**src/rtl/cdtx_pkg.sv**
```systemverilog
package cdtx_pkg;
  localparam int MODE_W = 3;
  localparam logic [MODE_W-1:0] CODE_HALF = 3'b001;
  localparam logic [MODE_W-1:0] CODE_FULL = 3'b011;

  // Checking scheme chosen by the captured mode code
  typedef enum logic [1:0] {
    TM_OPEN = 2'd0,  // no echo check, launch on rising pulse
    TM_HALF = 2'd1,  // launch rising, compare falling
    TM_FULL = 2'd2   // launch falling, compare next falling
  } tmode_e;

  typedef enum logic [1:0] {
    ST_IDLE   = 2'd0,
    ST_ARMED  = 2'd1,
    ST_ACTIVE = 2'd2
  } txst_e;

  function automatic tmode_e decode_mode(input logic [MODE_W-1:0] code);
    tmode_e r;
    if (code == CODE_HALF)      r = TM_HALF;
    else if (code == CODE_FULL) r = TM_FULL;
    else                        r = TM_OPEN;
    return r;
  endfunction
endpackage

```
**src/rtl/cdtx_edge_sel.sv**
```systemverilog
module cdtx_edge_sel
  import cdtx_pkg::*;
(
  input  tmode_e tm,
  input  logic   bit_en,
  input  logic   half_en,
  output logic   launch_en,
  output logic   sample_en,
  output logic   check_on
);
  // Full-period scheme launches on the falling pulse, others on the rising one
  always_comb begin
    check_on  = (tm != TM_OPEN);
    launch_en = (tm == TM_FULL) ? half_en : bit_en;
    sample_en = half_en & check_on;
  end
endmodule

```
**src/rtl/cdtx_shifter.sv**
```systemverilog
module cdtx_shifter #(
  parameter int WORD_W = 8
) (
  input  logic              clk,
  input  logic              rst,
  input  logic              load,
  input  logic [WORD_W-1:0] data,
  input  logic              shift,
  output logic              bit_out,
  output logic              all_sent
);
  localparam int CNT_W = $clog2(WORD_W + 1);

  logic [WORD_W-1:0] sh_q;
  logic [CNT_W-1:0]  cnt_q;

  always_ff @(posedge clk) begin
    if (rst) begin
      sh_q  <= '0;
      cnt_q <= '0;
    end else if (load) begin
      sh_q  <= data;
      cnt_q <= '0;
    end else if (shift) begin
      sh_q  <= {1'b0, sh_q[WORD_W-1:1]};
      cnt_q <= cnt_q + 1'b1;
    end
  end

  assign bit_out  = sh_q[0];
  assign all_sent = (cnt_q == CNT_W'(WORD_W));

  // never more bits than a word holds
  assert_count_bound_R3: assert property (@(posedge clk) disable iff (rst)
    cnt_q <= CNT_W'(WORD_W));
  assert_no_shift_past_end_R3: assert property (@(posedge clk) disable iff (rst)
    (all_sent && !load) |-> !shift);
endmodule

```
**src/rtl/cdtx_echo.sv**
```systemverilog
module cdtx_echo (
  input  logic clk,
  input  logic rst,
  input  logic sample_en,
  input  logic active,
  input  logic txd,
  input  logic col_in,
  input  logic clear,
  output logic collide,
  output logic col_flag
);
  assign collide = sample_en & active & (col_in != txd);

  always_ff @(posedge clk) begin
    if (rst)          col_flag <= 1'b0;
    else if (clear)   col_flag <= 1'b0;
    else if (collide) col_flag <= 1'b1;
  end

  // flag holds until a new word clears it
  assert_flag_sticky_R8: assert property (@(posedge clk) disable iff (rst)
    (col_flag && !clear) |=> col_flag);
  assert_flag_set_R8: assert property (@(posedge clk) disable iff (rst)
    (collide && !clear) |=> col_flag);
endmodule

```
**src/rtl/cdtx_rts.sv**
```systemverilog
module cdtx_rts (
  input  logic clk,
  input  logic rst,
  input  logic launch_en,
  input  logic rts_en,
  input  logic clean,
  output logic rts
);
  // At each launch pulse, mark the bit period just ended if it went out clean
  always_ff @(posedge clk) begin
    if (rst)            rts <= 1'b0;
    else if (launch_en) rts <= rts_en & clean;
  end

  assert_rts_hold_R9: assert property (@(posedge clk) disable iff (rst)
    !launch_en |=> $stable(rts));
  assert_rts_gate_R10: assert property (@(posedge clk) disable iff (rst)
    (launch_en && !rts_en) |=> !rts);
endmodule

```
**src/rtl/cd_bus_tx.sv**
```systemverilog
module cd_bus_tx
  import cdtx_pkg::*;
#(
  parameter int WORD_W = 8
) (
  input  logic              clk,
  input  logic              rst,
  input  logic              bit_en,
  input  logic              half_en,
  input  logic [2:0]        mode,
  input  logic              rts_en,
  input  logic              in_valid,
  input  logic [WORD_W-1:0] in_data,
  output logic              in_ready,
  input  logic              col_in,
  output logic              txd,
  output logic              rts,
  output logic              done,
  output logic              col_flag
);
  txst_e  state_q;
  tmode_e tm_q;
  logic   txd_q, done_q;
  logic   launch_en, sample_en, check_on;
  logic   bit_out, all_sent, collide;
  logic   load, active, shift, clean;

  assign load   = (state_q == ST_IDLE) & in_valid;
  assign active = (state_q == ST_ACTIVE);

  cdtx_edge_sel u_edge (
    .tm(tm_q), .bit_en(bit_en), .half_en(half_en),
    .launch_en(launch_en), .sample_en(sample_en), .check_on(check_on)
  );

  cdtx_echo u_echo (
    .clk(clk), .rst(rst), .sample_en(sample_en), .active(active),
    .txd(txd_q), .col_in(col_in), .clear(load),
    .collide(collide), .col_flag(col_flag)
  );

  // Compare precedes relaunch when both fall on the same pulse
  assign shift = launch_en & ((state_q == ST_ARMED) |
                              (active & ~collide & ~all_sent));
  assign clean = active & ~collide;

  cdtx_shifter #(.WORD_W(WORD_W)) u_shift (
    .clk(clk), .rst(rst), .load(load), .data(in_data), .shift(shift),
    .bit_out(bit_out), .all_sent(all_sent)
  );

  cdtx_rts u_rts (
    .clk(clk), .rst(rst), .launch_en(launch_en), .rts_en(rts_en),
    .clean(clean), .rts(rts)
  );

  always_ff @(posedge clk) begin
    if (rst) begin
      state_q <= ST_IDLE;
      tm_q    <= TM_OPEN;
      txd_q   <= 1'b1;
      done_q  <= 1'b0;
    end else begin
      done_q <= 1'b0;
      unique case (state_q)
        ST_IDLE: begin
          if (in_valid) begin
            tm_q    <= decode_mode(mode);
            state_q <= ST_ARMED;
          end
        end
        ST_ARMED: begin
          if (launch_en) begin
            txd_q   <= bit_out;
            state_q <= ST_ACTIVE;
          end
        end
        ST_ACTIVE: begin
          if (collide) begin
            txd_q   <= 1'b1;
            state_q <= ST_IDLE;
          end else if (launch_en) begin
            if (all_sent) begin
              txd_q   <= 1'b1;
              done_q  <= 1'b1;
              state_q <= ST_IDLE;
            end else begin
              txd_q <= bit_out;
            end
          end
        end
        default: state_q <= ST_IDLE;
      endcase
    end
  end

  assign txd      = txd_q;
  assign done     = done_q;
  assign in_ready = (state_q == ST_IDLE);

  assert_idle_line_high_R1: assert property (@(posedge clk) disable iff (rst)
    (state_q == ST_IDLE) |-> txd_q);
  assert_done_single_R3: assert property (@(posedge clk) disable iff (rst)
    done_q |=> !done_q);
  assert_abort_R7: assert property (@(posedge clk) disable iff (rst)
    collide |=> (txd_q && in_ready && !done_q));
  assert_open_no_check_R6: assert property (@(posedge clk) disable iff (rst)
    !check_on |-> !collide);
  assert_busy_not_ready_R2: assert property (@(posedge clk) disable iff (rst)
    load |=> !in_ready);
endmodule

```
**config.mk**
```make
export PLATFORM = sky130hd
export DESIGN_NAME = cd_bus_tx
export DESIGN_NICKNAME = d
export VERILOG_FILES = /design/src/rtl/cdtx_pkg.sv /design/src/rtl/cdtx_edge_sel.sv /design/src/rtl/cdtx_shifter.sv /design/src/rtl/cdtx_echo.sv /design/src/rtl/cdtx_rts.sv /design/src/rtl/cd_bus_tx.sv
export SDC_FILE = /design/constraint.sdc
export NUM_CORES = 1
export LEC_CHECK = 0
export ABC_AREA = 1
export CAP_MARGIN = 10
export CORE_AREA = 2 2 58 44
export CTS_CLUSTER_SIZE = 20
export DETAILED_ROUTE_END_ITERATION = 7
export DIE_AREA = 0 0 60 46
export DONT_BUFFER_PORTS = 1
export GPL_TIMING_DRIVEN = 0
export SYNTH_ARGS = -nofsm -noshare
export SYNTH_HDL_FRONTEND = slang
export SYNTH_SLANG_ARGS = --single-unit
```
**constraint.sdc**
```tcl
create_clock -name clk -period 1.3 [get_ports clk]
set_input_delay 0.26 -clock clk [delete_from_list [all_inputs] [get_ports clk]]
set_output_delay 0.26 -clock clk [all_outputs]
set_load 0.03 [all_outputs]
```
# After elaboration in Yosys (flattened, before gate mapping)

Index checks and enable logic that the tools add are counted.

Flip-flop bits (word level): 20
Word-level logic and storage cells: 59
Bits of input ports: 18

Equal/unequal tests: 11
Add/subtract/negate cells: 1
Bitwise logic cells: 13
Reductions and logical operators: 9
Multiplexer cells: 17

Operators by type and width:

| cell                | number |
|---|---|
| $mux 8              | 2 |
| $mux 2              | 7 |
| $and 1x1->1         | 8 |
| $mux 1              | 6 |
| $ne 3x3->1 const B  | 2 |
| $pmux 2 s3          | 1 |
| $reduce_bool 2->1   | 3 |
| $add 4x1->4 const B | 1 |
| $eq 2x2->1 const B  | 2 |
| $eq 4x4->1 const B  | 1 |
| $ne 2x2->1 const B  | 2 |
| $not 1->1           | 4 |
| $reduce_and 4->1    | 1 |
| $reduce_or 4->1     | 1 |
| $eq 3x1->1 const B  | 1 |
| $eq 3x2->1 const B  | 1 |
| $reduce_and 3->1    | 1 |
| $eq 2x1->1 const B  | 1 |
| $logic_not 2->1     | 1 |
| $pmux 1 s2          | 1 |
| $reduce_and 2->1    | 1 |
| $reduce_or 2->1     | 1 |
| $ne 1x1->1          | 1 |
| $or 1x1->1          | 1 |

# Logic depth before layout (Yosys ltp)

Gate-level depths: netlist (run 1).

Depth after elaboration: 11
Mapped depth: 10

# Modules after synthesis

From an unflattened synthesis (run 1), not the netlist that was laid out.

Cells, all modules: 161
Area total of the unflattened synthesis: 1,099.8 µm²

By module, submodules not included:

| module        | area an instance (µm²) | cells an instance | seq. area each (µm²) | instances |
|---|---|---|---|---|
| cdtx_shifter  | 636.9                  | 91                | 240.2                | 1 |
| cd_bus_tx     | 314.1                  | 46                | 120.1                | 1 |
| cdtx_echo     | 75.1                   | 12                | 20.0                 | 1 |
| cdtx_rts      | 40.0                   | 5                 | 20.0                 | 1 |
| cdtx_edge_sel | 33.8                   | 7                 | 0.0                  | 1 |

# Worst setup path before layout (run 1)

OpenSTA, ideal clock, no wires.

Path kind: reg-to-reg
Start point: reg state_q[1]
End point: reg u_shift.sh_q[0]
Arrival: 1,548 ps
Path slack: -364 ps
Period minus slack after synthesis: 1,664 ps
Cell stages (with the launch flop): 9
Cell sequence: dfxtp_1 -> nor2_1 -> nand2_2 -> inv_2 -> nor2_1 -> inv_1 -> nand2_1 -> o21ai_0 -> nor2_1

Elaborated cells on any way between the ends: 13

RTL lines:

| element                                     | line               | text |
|---|---|---|
| start, declared                             | cd_bus_tx.sv:21    | `txst_e state_q;` |
| start signal, assigned                      | cd_bus_tx.sv:59    | `state_q <= ST_IDLE;` |
| start signal, assigned                      | cd_bus_tx.sv:69    | `state_q <= ST_ARMED;` |
| start signal, assigned                      | cd_bus_tx.sv:75    | `state_q <= ST_ACTIVE;` |
| $logic_not 2->1 (*)                         | --                 |  |
| net in_ready                                | cd_bus_tx.sv:14    | `output logic in_ready,` |
| $and 1x1->1 (*)                             | cd_bus_tx.sv:28    | `assign load = (state_q == ST_IDLE) & in_valid;` |
| $mux 8 or $reduce_bool 2->1 (tied branches) | --                 |  |
| end signal, assigned                        | cdtx_shifter.sv:22 | `sh_q <= data;` |
| end signal, assigned                        | cdtx_shifter.sv:25 | `sh_q <= {1'b0, sh_q[WORD_W-1:1]};` |
| end, declared                               | cdtx_shifter.sv:14 | `logic [WORD_W-1:0] sh_q;` |

Mark *: on every way through the listed nets, which the timed path passes. The rest lies on a longest branch.
A chain may end at the register's enable or synchronous reset.

# Final worst setup path (run 1)

Start point: reg txd_q, in the netlist txd
End point: reg u_shift.cnt_q[1]

Word-level cells in the longest chain between the ends: 7

RTL lines:

| element                   | line               | text |
|---|---|---|
| start, declared           | cd_bus_tx.sv:23    | `logic txd_q, done_q;` |
| start signal, assigned    | cd_bus_tx.sv:74    | `txd_q <= bit_out;` |
| start signal, assigned    | cd_bus_tx.sv:88    | `txd_q <= bit_out;` |
| $ne 1x1->1                | cdtx_echo.sv:12    | `assign collide = sample_en & active & (col_in != txd);` |
| $and 1x1->1               | cdtx_echo.sv:12    |  |
| $not 1->1                 | cd_bus_tx.sv:44    | `(active & ~collide & ~all_sent));` |
| $and 1x1->1 (2 in series) | cd_bus_tx.sv:44    |  |
| $or 1x1->1                | cd_bus_tx.sv:43    | `assign shift = launch_en & ((state_q == ST_ARMED) \|` |
| $and 1x1->1               | cd_bus_tx.sv:43    |  |
| end signal, assigned      | cdtx_shifter.sv:26 | `cnt_q <= cnt_q + 1'b1;` |
| end, declared             | cdtx_shifter.sv:15 | `logic [CNT_W-1:0] cnt_q;` |

Every way passes these cells.

==> results.py, run 1 <==
metrics = {
    "floorplan": {
        "initial_core_util_pct": 45.8,
        "die_w_um": 60,
        "fp-row-count": 15,
        "core-area_mm2": 0.00227,
        "chipHeight_um": 46,
        "io_pins": 23,
        "die-area_mm2": 0.00276,
    },
    "detailed_routing": {
        "dr.pass1.iters": 4,
        "drt_iter0_markers": 13,
        "drt_wl_total_mm": 2.47,
        "drcViolationCount": 0,
        "final_antenna_net_count": 0,
        "viasPerCell": 5.07,
        "wl_per_cell_um": 12.7,
        "vias": 984,
    },
    "synth": {
        "synth_edf_count": 0,
        "synthAdderAreaFrac_pct": 2.40,
        "yosysMostFrequentCell": "nand2_1",
        "syn_inst": 145,
        "synth-simple-area-share_pct": 35.2,
        "synth.distinct_cells": 25,
        "synth.top_cells.by_count": "nand2_1 (42), dfxtp_1 (20), inv_1 (14)",
        "synth_compound_area_share_pct": 14.2,
        "synth_top_area_share_pct": 38.5,
        "synthMuxAreaShare_pct": 0,
        "synth-seq-cells": 20,
        "ys_warn_count": 0,
        "async_flop_share_pct": 0,
        "avgSynthCellArea_um2": 7.18,
        "synth_area_leader_cell": "dfxtp_1",
        "synth_top_family_by_area": "simple AND/OR/NAND/NOR gates",
        "synth_area_mm2": 0.00104,
        "synth_ff_type": "dfxtp_1",
        "synthXorXnorAreaFrac_pct": 1.68,
        "synth_area_leaders": "dfxtp_1 (38%), nand2_1 (15%), a21oi_1 (6.3%)",
        "yosysSeqAreaShare_pct": 38.5,
        "synth.net_count": 165,
    },
    "timing": {
        "whs_ns": 0.0864,
        "final.min_clock_period_ns": 1.38,
        "worst_slack_ns": -0.0778,
        "max-slew-margin-rel_pct": 62.5,
        "tightest_slew_ns": 0.563,
        "fin_crit_sh_pct": 106,
        "fin_skew_ns": 0.00669,
        "hold_violations": 0,
        "rsz0062_at_grt": "true",
        "max_freq_ghz": 0.726,
        "setup_viol": 14,
        "final-max-slew-violation-count": 0,
    },
    "placed_design": {
        "placed_cells": 179,
        "dp_slack_ns": -0.171,
        "hpwl_mm": 1.64,
        "port_buffers": 0,
        "gp_congestion": 0.751,
    },
    "worst_setup_path": {
        "worst_ep_required_time_ns": 1.52,
        "reg2reg_depth": 9,
        "path_class": "register to register",
        "worstSetupStartpoint": "txd",
        "r2r-start": "txd",
        "arrival_ns": 1.59,
        "ff2ff_setup_slack_ns": -0.08,
        "critPathLaunchType": "register",
        "worstPathMaxFanout": 6,
        "crit_path_end_kind": "register",
        "r2r-end": "u_shift.cnt_q[1]",
    },
    "finish": {
        "finalNonFillerCells": 194,
        "syn_to_final_growth_pct": 27.4,
        "antenna_cells": 0,
        "fin_nets": 181,
        "drive_gt1_share_pct": 35.0,
    },
    "clocking": {
        "cts_tree": "yes",
        "htreeDepth": 1,
        "cts_buffer_depth": 2,
        "cts_sinks": 20,
        "clk_latency_ns": 0.32,
        "clockRootBuffer": "clkbuf_4",
        "clk_pin_slew_ns": 0.12,
        "cts_hold_buffers": 0,
        "cts_buffers": 3,
    },
    "pwr": {
        "comb_power_share_pct": 25.3,
        "leakagePower_nw": 0.540,
        "internal_power_mw": 0.916,
        "switchingPower_mw": 0.464,
        "seqPwrFrac_pct": 51.0,
        "pwr-share-clk_pct": 23.7,
        "swShare_pct": 33.6,
        "power_mw": 1.38,
        "peakVddDrop_mv": 0.603,
        "powerDensity_mw_per_mm2": 1040,
    },
    "run_status": {
        "violations": "negative setup slack",
        "status": "complete, but fails checks",
    },
    "min_path": {
        "holdPathStages": 2,
        "hold_end": "u_rts.rts",
        "hold_start": "rts_en",
        "min_path_type": "input port to register",
    },
    "global_route": {
        "antenna_found_initial": 0,
        "grt_pass1_vias": 868,
        "grt_max_degree": 12,
        "grt-ovfl-total": 0,
        "track_usage_pct": 18.0,
        "grt_pass1_wl_mm": 3.63,
    },
    "run": {
        "cap_violations": 0,
    },
}
layout by cell type, fill, tap and decap left out, types with 5 or more instances in the layout:
master / instances
a21oi_1: 9
a21oi_2: 8
buf_4: 8
dfxtp_1: 15
inv_1: 12
nand2_1: 38
nand2_2: 6
nand3_1: 5
nand3_2: 5
nor2_1: 11
routing by layer:
metal	up-vias	wire length, um	global-route usage (%)
met5	-	0	0
met1	461	1120	20.3
met2	19	1180	32.2
li1	500	-	-
met4	0	42	6.67
met3	4	129	5.68
power groups by stage:
stage	Clock (mW)	Combinational, mW	Sequential, mW
2_1_floorplan	0	0.215	0.709
3_5_place_dp	0	0.260	0.718
4_1_cts	0.332	0.303	0.703
5_1_grt	0.362	0.386	0.710
3_3_place_gp	0	0.254	0.715
6_report	0.327	0.349	0.704
state kept, by name, summed over array words and instances (netlist names):
register,count
state_q,2
tm_q,2
u_rts.rts,1
u_shift.cnt_q,4
u_shift.sh_q,8
txd,1
u_echo.col_flag,1
done,1
through the flow:
step           util, %  TNS, ns  instance area, um2
2_1_floorplan        -        0                1070
3_3_place_gp      48.9    -1.33                1110
3_5_place_dp      48.9    -1.95                1110
4_1_cts           54.1   -0.644                1230
5_1_grt           58.4    -2.17                1330
6_report          58.4   -0.657                1330
worst max-delay path by stage:
stage	to	slack (ns)
2_1_floorplan	u_shift.sh_q[0]	0.002
3_3_place_gp	u_shift.sh_q[0]	-0.14
3_5_place_dp	u_shift.sh_q[0]	-0.17
4_1_cts	u_shift.cnt_q[0]	-0.08
5_1_grt	u_shift.cnt_q[1]	-0.18
6_report	u_shift.cnt_q[1]	-0.08
worst max-delay path: stages (launching register included):
cell,delay (ns)
dfxtp_4,0.44
nor2_2,0.05
nor2_1,0.12
nand2_2,0.09
nand3_2,0.08
nand2_2,0.06
nand2_4,0.12
inv_1,0.11
nor2_1,0.14
nor2_1,0.06
cell type report:
cell class | count | area (um2)
flip-flops and latches | 20 | 414
fillers | 201 | 945
inverters | 16 | 65.1
multi-input cells | 106 | 641
clock buffers | 4 | 26.3
plain buffers | 3 | 30.0
well taps | 34 | 42.5
repair buffers | 11 | 108
logic make-up (layout without fill, tap and decap cells):
group           count (synthesis)  in the layout
compound gates                 25             25
xor+xnor                        2              2
simple gates                   77             77
buf+inv                        19             34
fa+ha+maj                       2              2
flops                          20             20
timing repair:
item | 4_1_cts | 5_1_grt
resized for setup | 16 | 15
endpoints found under the setup margin | 14 | 15
cloned | 0 | 1
pin swaps | 6 | 11
buffers inserted | 7 | 3
Power figures use the tool's default switching activity.
==> run 2: changes to the inputs <==
--- a/config.mk
+++ b/config.mk
@@ -13,6 +13,7 @@
 export DIE_AREA = 0 0 60 46
 export DONT_BUFFER_PORTS = 1
 export GPL_TIMING_DRIVEN = 0
+export SLEW_MARGIN = 15
 export SYNTH_ARGS = -nofsm -noshare
 export SYNTH_HDL_FRONTEND = slang
 export SYNTH_SLANG_ARGS = --single-unit
==> constraint.sdc (replaced) <==
create_clock -name clk -period 1.3 [get_ports clk]
set_input_delay 0.13 -clock clk [delete_from_list [all_inputs] [get_ports clk]]
set_output_delay 0.13 -clock clk [all_outputs]
set_load 0.03 [all_outputs]
==> results.py, run 2 (synthesized netlist as in run 1, its figures left out) <==
metrics = {
    "floorplan": {
        "core-area_mm2": 0.00227,
        "fp-row-count": 15,
        "io_pins": 23,
        "initial_core_util_pct": 45.8,
        "die_w_um": 60,
        "die-area_mm2": 0.00276,
        "chipHeight_um": 46,
    },
    "run_status": {
        "status": "complete, but fails checks",
        "violations": "negative setup slack",
    },
    "pwr": {
        "peakVddDrop_mv": 0.598,
        "leakagePower_nw": 0.559,
        "powerDensity_mw_per_mm2": 1010,
    },
    "detailed_routing": {
        "vias": 1001,
        "route.met2.wl_mm": 1.24,
        "drcViolationCount": 0,
        "route.met3.wl_um": 120,
        "final_antenna_net_count": 0,
        "drt_wl_total_mm": 2.56,
        "wl_per_cell_um": 12.9,
        "met1_length_mm": 1.16,
        "top_layer": "met4",
        "viasPerCell": 5.03,
        "dr.pass1.iters": 4,
        "drt_iter0_markers": 14,
    },
    "clocking": {
        "clk_pin_slew_ns": 0.12,
        "cts_tree": "yes",
        "cts_buffers": 3,
        "cts_buffer_depth": 2,
        "cts_sinks": 20,
        "htreeDepth": 1,
        "clk_latency_ns": 0.32,
        "clockRootBuffer": "clkbuf_4",
    },
    "timing": {
        "tightest_slew_ns": 0.602,
        "hold_violations": 0,
        "final-max-slew-violation-count": 0,
        "worst_slack_ns": -0.0817,
        "setup_viol": 14,
        "final.min_clock_period_ns": 1.38,
        "fin_skew_ns": 0.0104,
        "max-slew-margin-rel_pct": 59.9,
        "rsz0062_at_grt": "true",
        "fin_crit_sh_pct": 106,
        "max_freq_ghz": 0.724,
        "fin_setup_tns_ns": -0.746,
    },
    "global_route": {
        "grt_pass1_vias": 889,
        "grt_pass1_wl_mm": 3.66,
        "track_usage_pct": 18.2,
        "grt-ovfl-total": 0,
        "antenna_found_initial": 0,
        "grt_max_degree": 12,
    },
    "finish": {
        "final_cell_mix": "nand2_1 (38), dfxtp_1 (15), inv_1 (12), nor2_1 (11), a21oi_1 (10)",
        "regArea_um2": 414,
        "reg.largest.list": "u_shift.sh_q x8, u_shift.cnt_q x4",
        "finalNonFillerCells": 199,
        "syn_to_final_growth_pct": 32.3,
        "largest_register": "u_shift.sh_q",
        "multiInputGateArea_um2": 642,
        "n_fill_cell": 201,
        "drive_gt1_share_pct": 33.9,
        "final_common_cell": "nand2_1",
        "final_util_pct": 60.7,
        "largest_reg_flops": 8,
        "antenna_cells": 0,
        "fin_nets": 186,
    },
    "placed_design": {
        "gp_congestion": 0.751,
        "placed_cells": 179,
        "hpwl_mm": 1.64,
        "port_buffers": 0,
    },
    "run": {
        "cap_violations": 0,
    },
    "worst_setup_path": {
        "critPathLaunchType": "register",
        "worst_ep_required_time_ns": 1.55,
        "crit_path_end_kind": "register",
        "arrival_ns": 1.63,
        "ff2ff_setup_slack_ns": -0.08,
        "path_class": "register to register",
        "worstPathMaxFanout": 6,
    },
    "min_path": {
        "min_path_type": "input port to register",
    },
}
[run 2: changes by cell type in the layout (fill, tap and decap cells not counted)]
cell | previous run | this run
a21oi_1 | 9 | 10
a21oi_2 | 8 | 7
dlygate4sd3_1 | 0 | 5
a211oi_1 | 1 | 0
a211oi_2 | 0 | 1
[run 2: worst paths after layout]
kind	startpoint	endpoint	depth (start not counted)
worst max-delay path	txd	u_shift.sh_q[7]	9
worst min-delay path	rst	txd	2
worst min register to register	u_shift.cnt_q[3]	u_shift.cnt_q[3]	2
worst max register to register	txd	u_shift.sh_q[7]	9
[run 2: timing repair]
| action | 4_1_cts | 5_1_grt |
|---|---|---|
| resized for setup | 16 | 15 |
| endpoints found under the hold margin | 3 | 1 |
| gates cloned | 0 | 1 |
| setup buffers | 7 | 3 |
| pin swaps | 6 | 11 |
| hold buffers | 4 | 1 |
| endpoints found under the setup margin | 14 | 16 |
[run 2: power by group]
part	leakage, nW	total [mW]	switching, mW	internal [mW]
combinational	0.379	0.363	0.212	0.151
sequential	0.166	0.705	0.0494	0.655
clock	0.0150	0.328	0.208	0.120
[run 2: worst max-delay path, cell delays in order (launching register included)]
cell and delay (ns):
dfxtp_4 0.44, nor2_2 0.05, nor2_1 0.12, nand2_2 0.09
nand3_2 0.08, nand2_2 0.06, nand2_4 0.12, clkbuf_16 0.17
nand3_2 0.06, a21oi_2 0.11
[run 2: cell type report]
| cell class | count | area share [%] |
|---|---|---|
| timing repair buffer | 16 | 11.4 |
| sequential | 20 | 30.1 |
| tap | 34 | 3.09 |
| multi-input combinational | 106 | 46.6 |
| clock buffer | 4 | 1.91 |
| buffer | 3 | 2.18 |
| inverter | 16 | 4.72 |
[run 2: metal layers]
layer / up-vias / global-route usage, %
li1: 507 / -
met1: 470 / 20.3
met2: 20 / 32.8
met3: 4 / 5.68
met4: 0 / 6.67
met5: - / 0
[run 2: metrics by stage]
step                      total power [mW]  cell area, um2  hold WS (ns)  worst slack (ns)
after global routing                  1.47            1380        0.0248            -0.188
after floorplan                      0.925            1070         0.278           0.00247
after detailed placement             0.978            1110         0.287            -0.171
after global placement               0.969            1110         0.283            -0.139
final                                 1.40            1380        0.0130           -0.0817
after CTS                             1.35            1270       0.00221           -0.0772
==> run 3: changes to the inputs <==
--- a/config.mk
+++ b/config.mk
@@ -13,6 +13,8 @@
 export DIE_AREA = 0 0 60 46
 export DONT_BUFFER_PORTS = 1
 export GPL_TIMING_DRIVEN = 0
+export HOLD_SLACK_MARGIN = 0.15
+export PLACE_DENSITY = 0.73
 export SLEW_MARGIN = 15
 export SYNTH_ARGS = -nofsm -noshare
 export SYNTH_HDL_FRONTEND = slang
==> results.py, run 3 (synthesized netlist as in run 1, its figures left out) <==
metrics = {
    "detailed_routing": {
        "final_antenna_net_count": 0,
        "drt_wl_total_mm": 3.04,
        "drt_iter0_markers": 32,
        "dr.pass1.iters": 4,
        "drcViolationCount": 0,
        "wl_per_cell_um": 14.3,
        "vias": 1071,
        "viasPerCell": 5.03,
    },
    "finish": {
        "regArea_um2": 414,
        "drive_gt1_share_pct": 38.0,
        "reg.largest.list": "u_shift.sh_q x8, u_shift.cnt_q x4",
        "antenna_cells": 0,
        "multiInputGateArea_um2": 688,
        "syn_to_final_growth_pct": 53.2,
        "n_fill_cell": 170,
        "final_common_cell": "nand2_1",
        "largest_register": "u_shift.sh_q",
        "fin_nets": 200,
        "finalNonFillerCells": 213,
        "largest_reg_flops": 8,
        "final_cell_mix": "nand2_1 (34), dlygate4sd3_1 (16), dfxtp_1 (15), inv_1 (11), nor2_1 (10)",
        "final_util_pct": 70.2,
    },
    "worst_setup_path": {
        "critPathMaxStageDelay_ns": 0.39,
        "worstPathMaxFanout": 6,
        "reg2reg_depth": 7,
        "critPathLaunchType": "register",
        "cp_cell_sequence": "nor2_4 > nand2_8 > buf_6 > nand2_1 > nand2_1 > nand2_2 > a21oi_2",
        "crit_path_end_kind": "register",
        "worst_ep_required_time_ns": 1.48,
        "arrival_ns": 1.58,
        "cp_common_cell": "nand2_1",
        "path_class": "register to register",
        "slowest_stage": "dfxtp_4",
    },
    "floorplan": {
        "io_pins": 23,
        "core-area_mm2": 0.00227,
        "chipHeight_um": 46,
        "initial_core_util_pct": 45.8,
        "die_w_um": 60,
        "fp-row-count": 15,
        "die-area_mm2": 0.00276,
    },
    "run_status": {
        "status": "complete, but fails checks",
        "violations": "negative setup slack",
    },
    "timing": {
        "fin_crit_sh_pct": 108,
        "tightest_slew_ns": 0.673,
        "rsz0062_at_grt": "true",
        "max-slew-margin-rel_pct": 55.1,
        "final-max-slew-violation-count": 0,
        "hold_violations": 0,
        "fin_setup_tns_ns": -1.06,
        "final.min_clock_period_ns": 1.40,
        "max_freq_ghz": 0.713,
        "setup_viol": 16,
        "worst_slack_ns": -0.102,
        "fin_skew_ns": 0.0116,
        "whs_ns": 0.0816,
    },
    "placed_design": {
        "hpwl_mm": 1.60,
        "gp_congestion": 0.872,
        "placed_cells": 179,
        "port_buffers": 0,
    },
    "clocking": {
        "cts_buffers": 3,
        "clk_latency_ns": 0.32,
        "cts_hold_buffers": 16,
        "clockRootBuffer": "clkbuf_4",
        "clk_pin_slew_ns": 0.12,
        "cts_tree": "yes",
        "cts_buffer_depth": 2,
        "cts_sinks": 20,
        "htreeDepth": 1,
    },
    "global_route": {
        "grt-ovfl-total": 0,
        "grt_pass1_wl_mm": 4.18,
        "grt_max_degree": 12,
        "track_usage_pct": 20.7,
        "antenna_found_initial": 0,
        "grt_pass1_vias": 986,
    },
    "pwr": {
        "leakagePower_nw": 0.629,
        "power_mw": 1.52,
        "powerDensity_mw_per_mm2": 951,
        "peakVddDrop_mv": 0.485,
    },
    "run": {
        "cap_violations": 0,
    },
    "min_path": {
        "min_path_type": "input port to register",
        "holdPathStages": 3,
    },
}
-- run 3: cell count changes in the layout (fill, tap and decap cells not counted), moves of 3 or more --
| cell | delta |
|---|---|
| dlygate4sd3_1 | +11 |
| nand2_2 | +3 |
| nand2_1 | -4 |
| nand2_8 | +3 |
| nand3_2 | +4 |
-- run 3: critical path: cells and delay by family, from the launching register on --
kind | cells | cell delay [ns]
buffers and inverters | 1 | 0.17
AND/OR/NAND/NOR | 5 | 0.64
AO/OA/AOI/OAI | 1 | 0.05
flip-flops | 1 | 0.39
-- run 3: layout make-up --
class	count	area share, %
clock buffers	4	1.65
multi-input cells	106	43.1
repair buffers	29	19.4
inverters	16	4.24
flip-flops and latches	20	26.0
well taps	34	2.67
plain buffers	3	2.43
repair inverters	1	0.549
-- run 3: through the flow --
step                      cell area [um2]  setup WS (ns)
final                                1600         -0.102
after CTS                            1440        -0.0614
after floorplan                      1070        0.00247
after global routing                 1600         -0.162
after global placement               1110         -0.129
after detailed placement             1110         -0.155
-- run 3: per-layer routing --
| layer | wire length [um] | global-route usage, % |
|---|---|---|
| met1 | 1150 | 23.1 |
| met2 | 1630 | 38.7 |
| met3 | 196 | 5.97 |
| met4 | 70 | 5.33 |
| met5 | 0 | 0 |
-- run 3: worst paths after layout --
check | to | slack (ns) | start
setup / recovery | u_shift.sh_q[4] | -0.10 | state_q[0]
hold / removal | state_q[0] | 0.08 | half_en
setup reg to reg | u_shift.sh_q[4] | -0.10 | state_q[0]
hold reg to reg | u_shift.sh_q[6] | 0.47 | u_shift.sh_q[6]
-- run 3: where the power goes --
group          internal (mW)  switching [mW]
Sequential             0.655          0.0493
Combinational          0.225           0.265
Clock                  0.120           0.201
Total                   1.00           0.516
-- run 3: what timing repair did --
item	CTS	global route
resized for setup	24	27
setup endpoints to repair	14	16
hold endpoints to repair	20	2
setup buffers	8	4
pin swaps	12	16
gates cloned	1	1
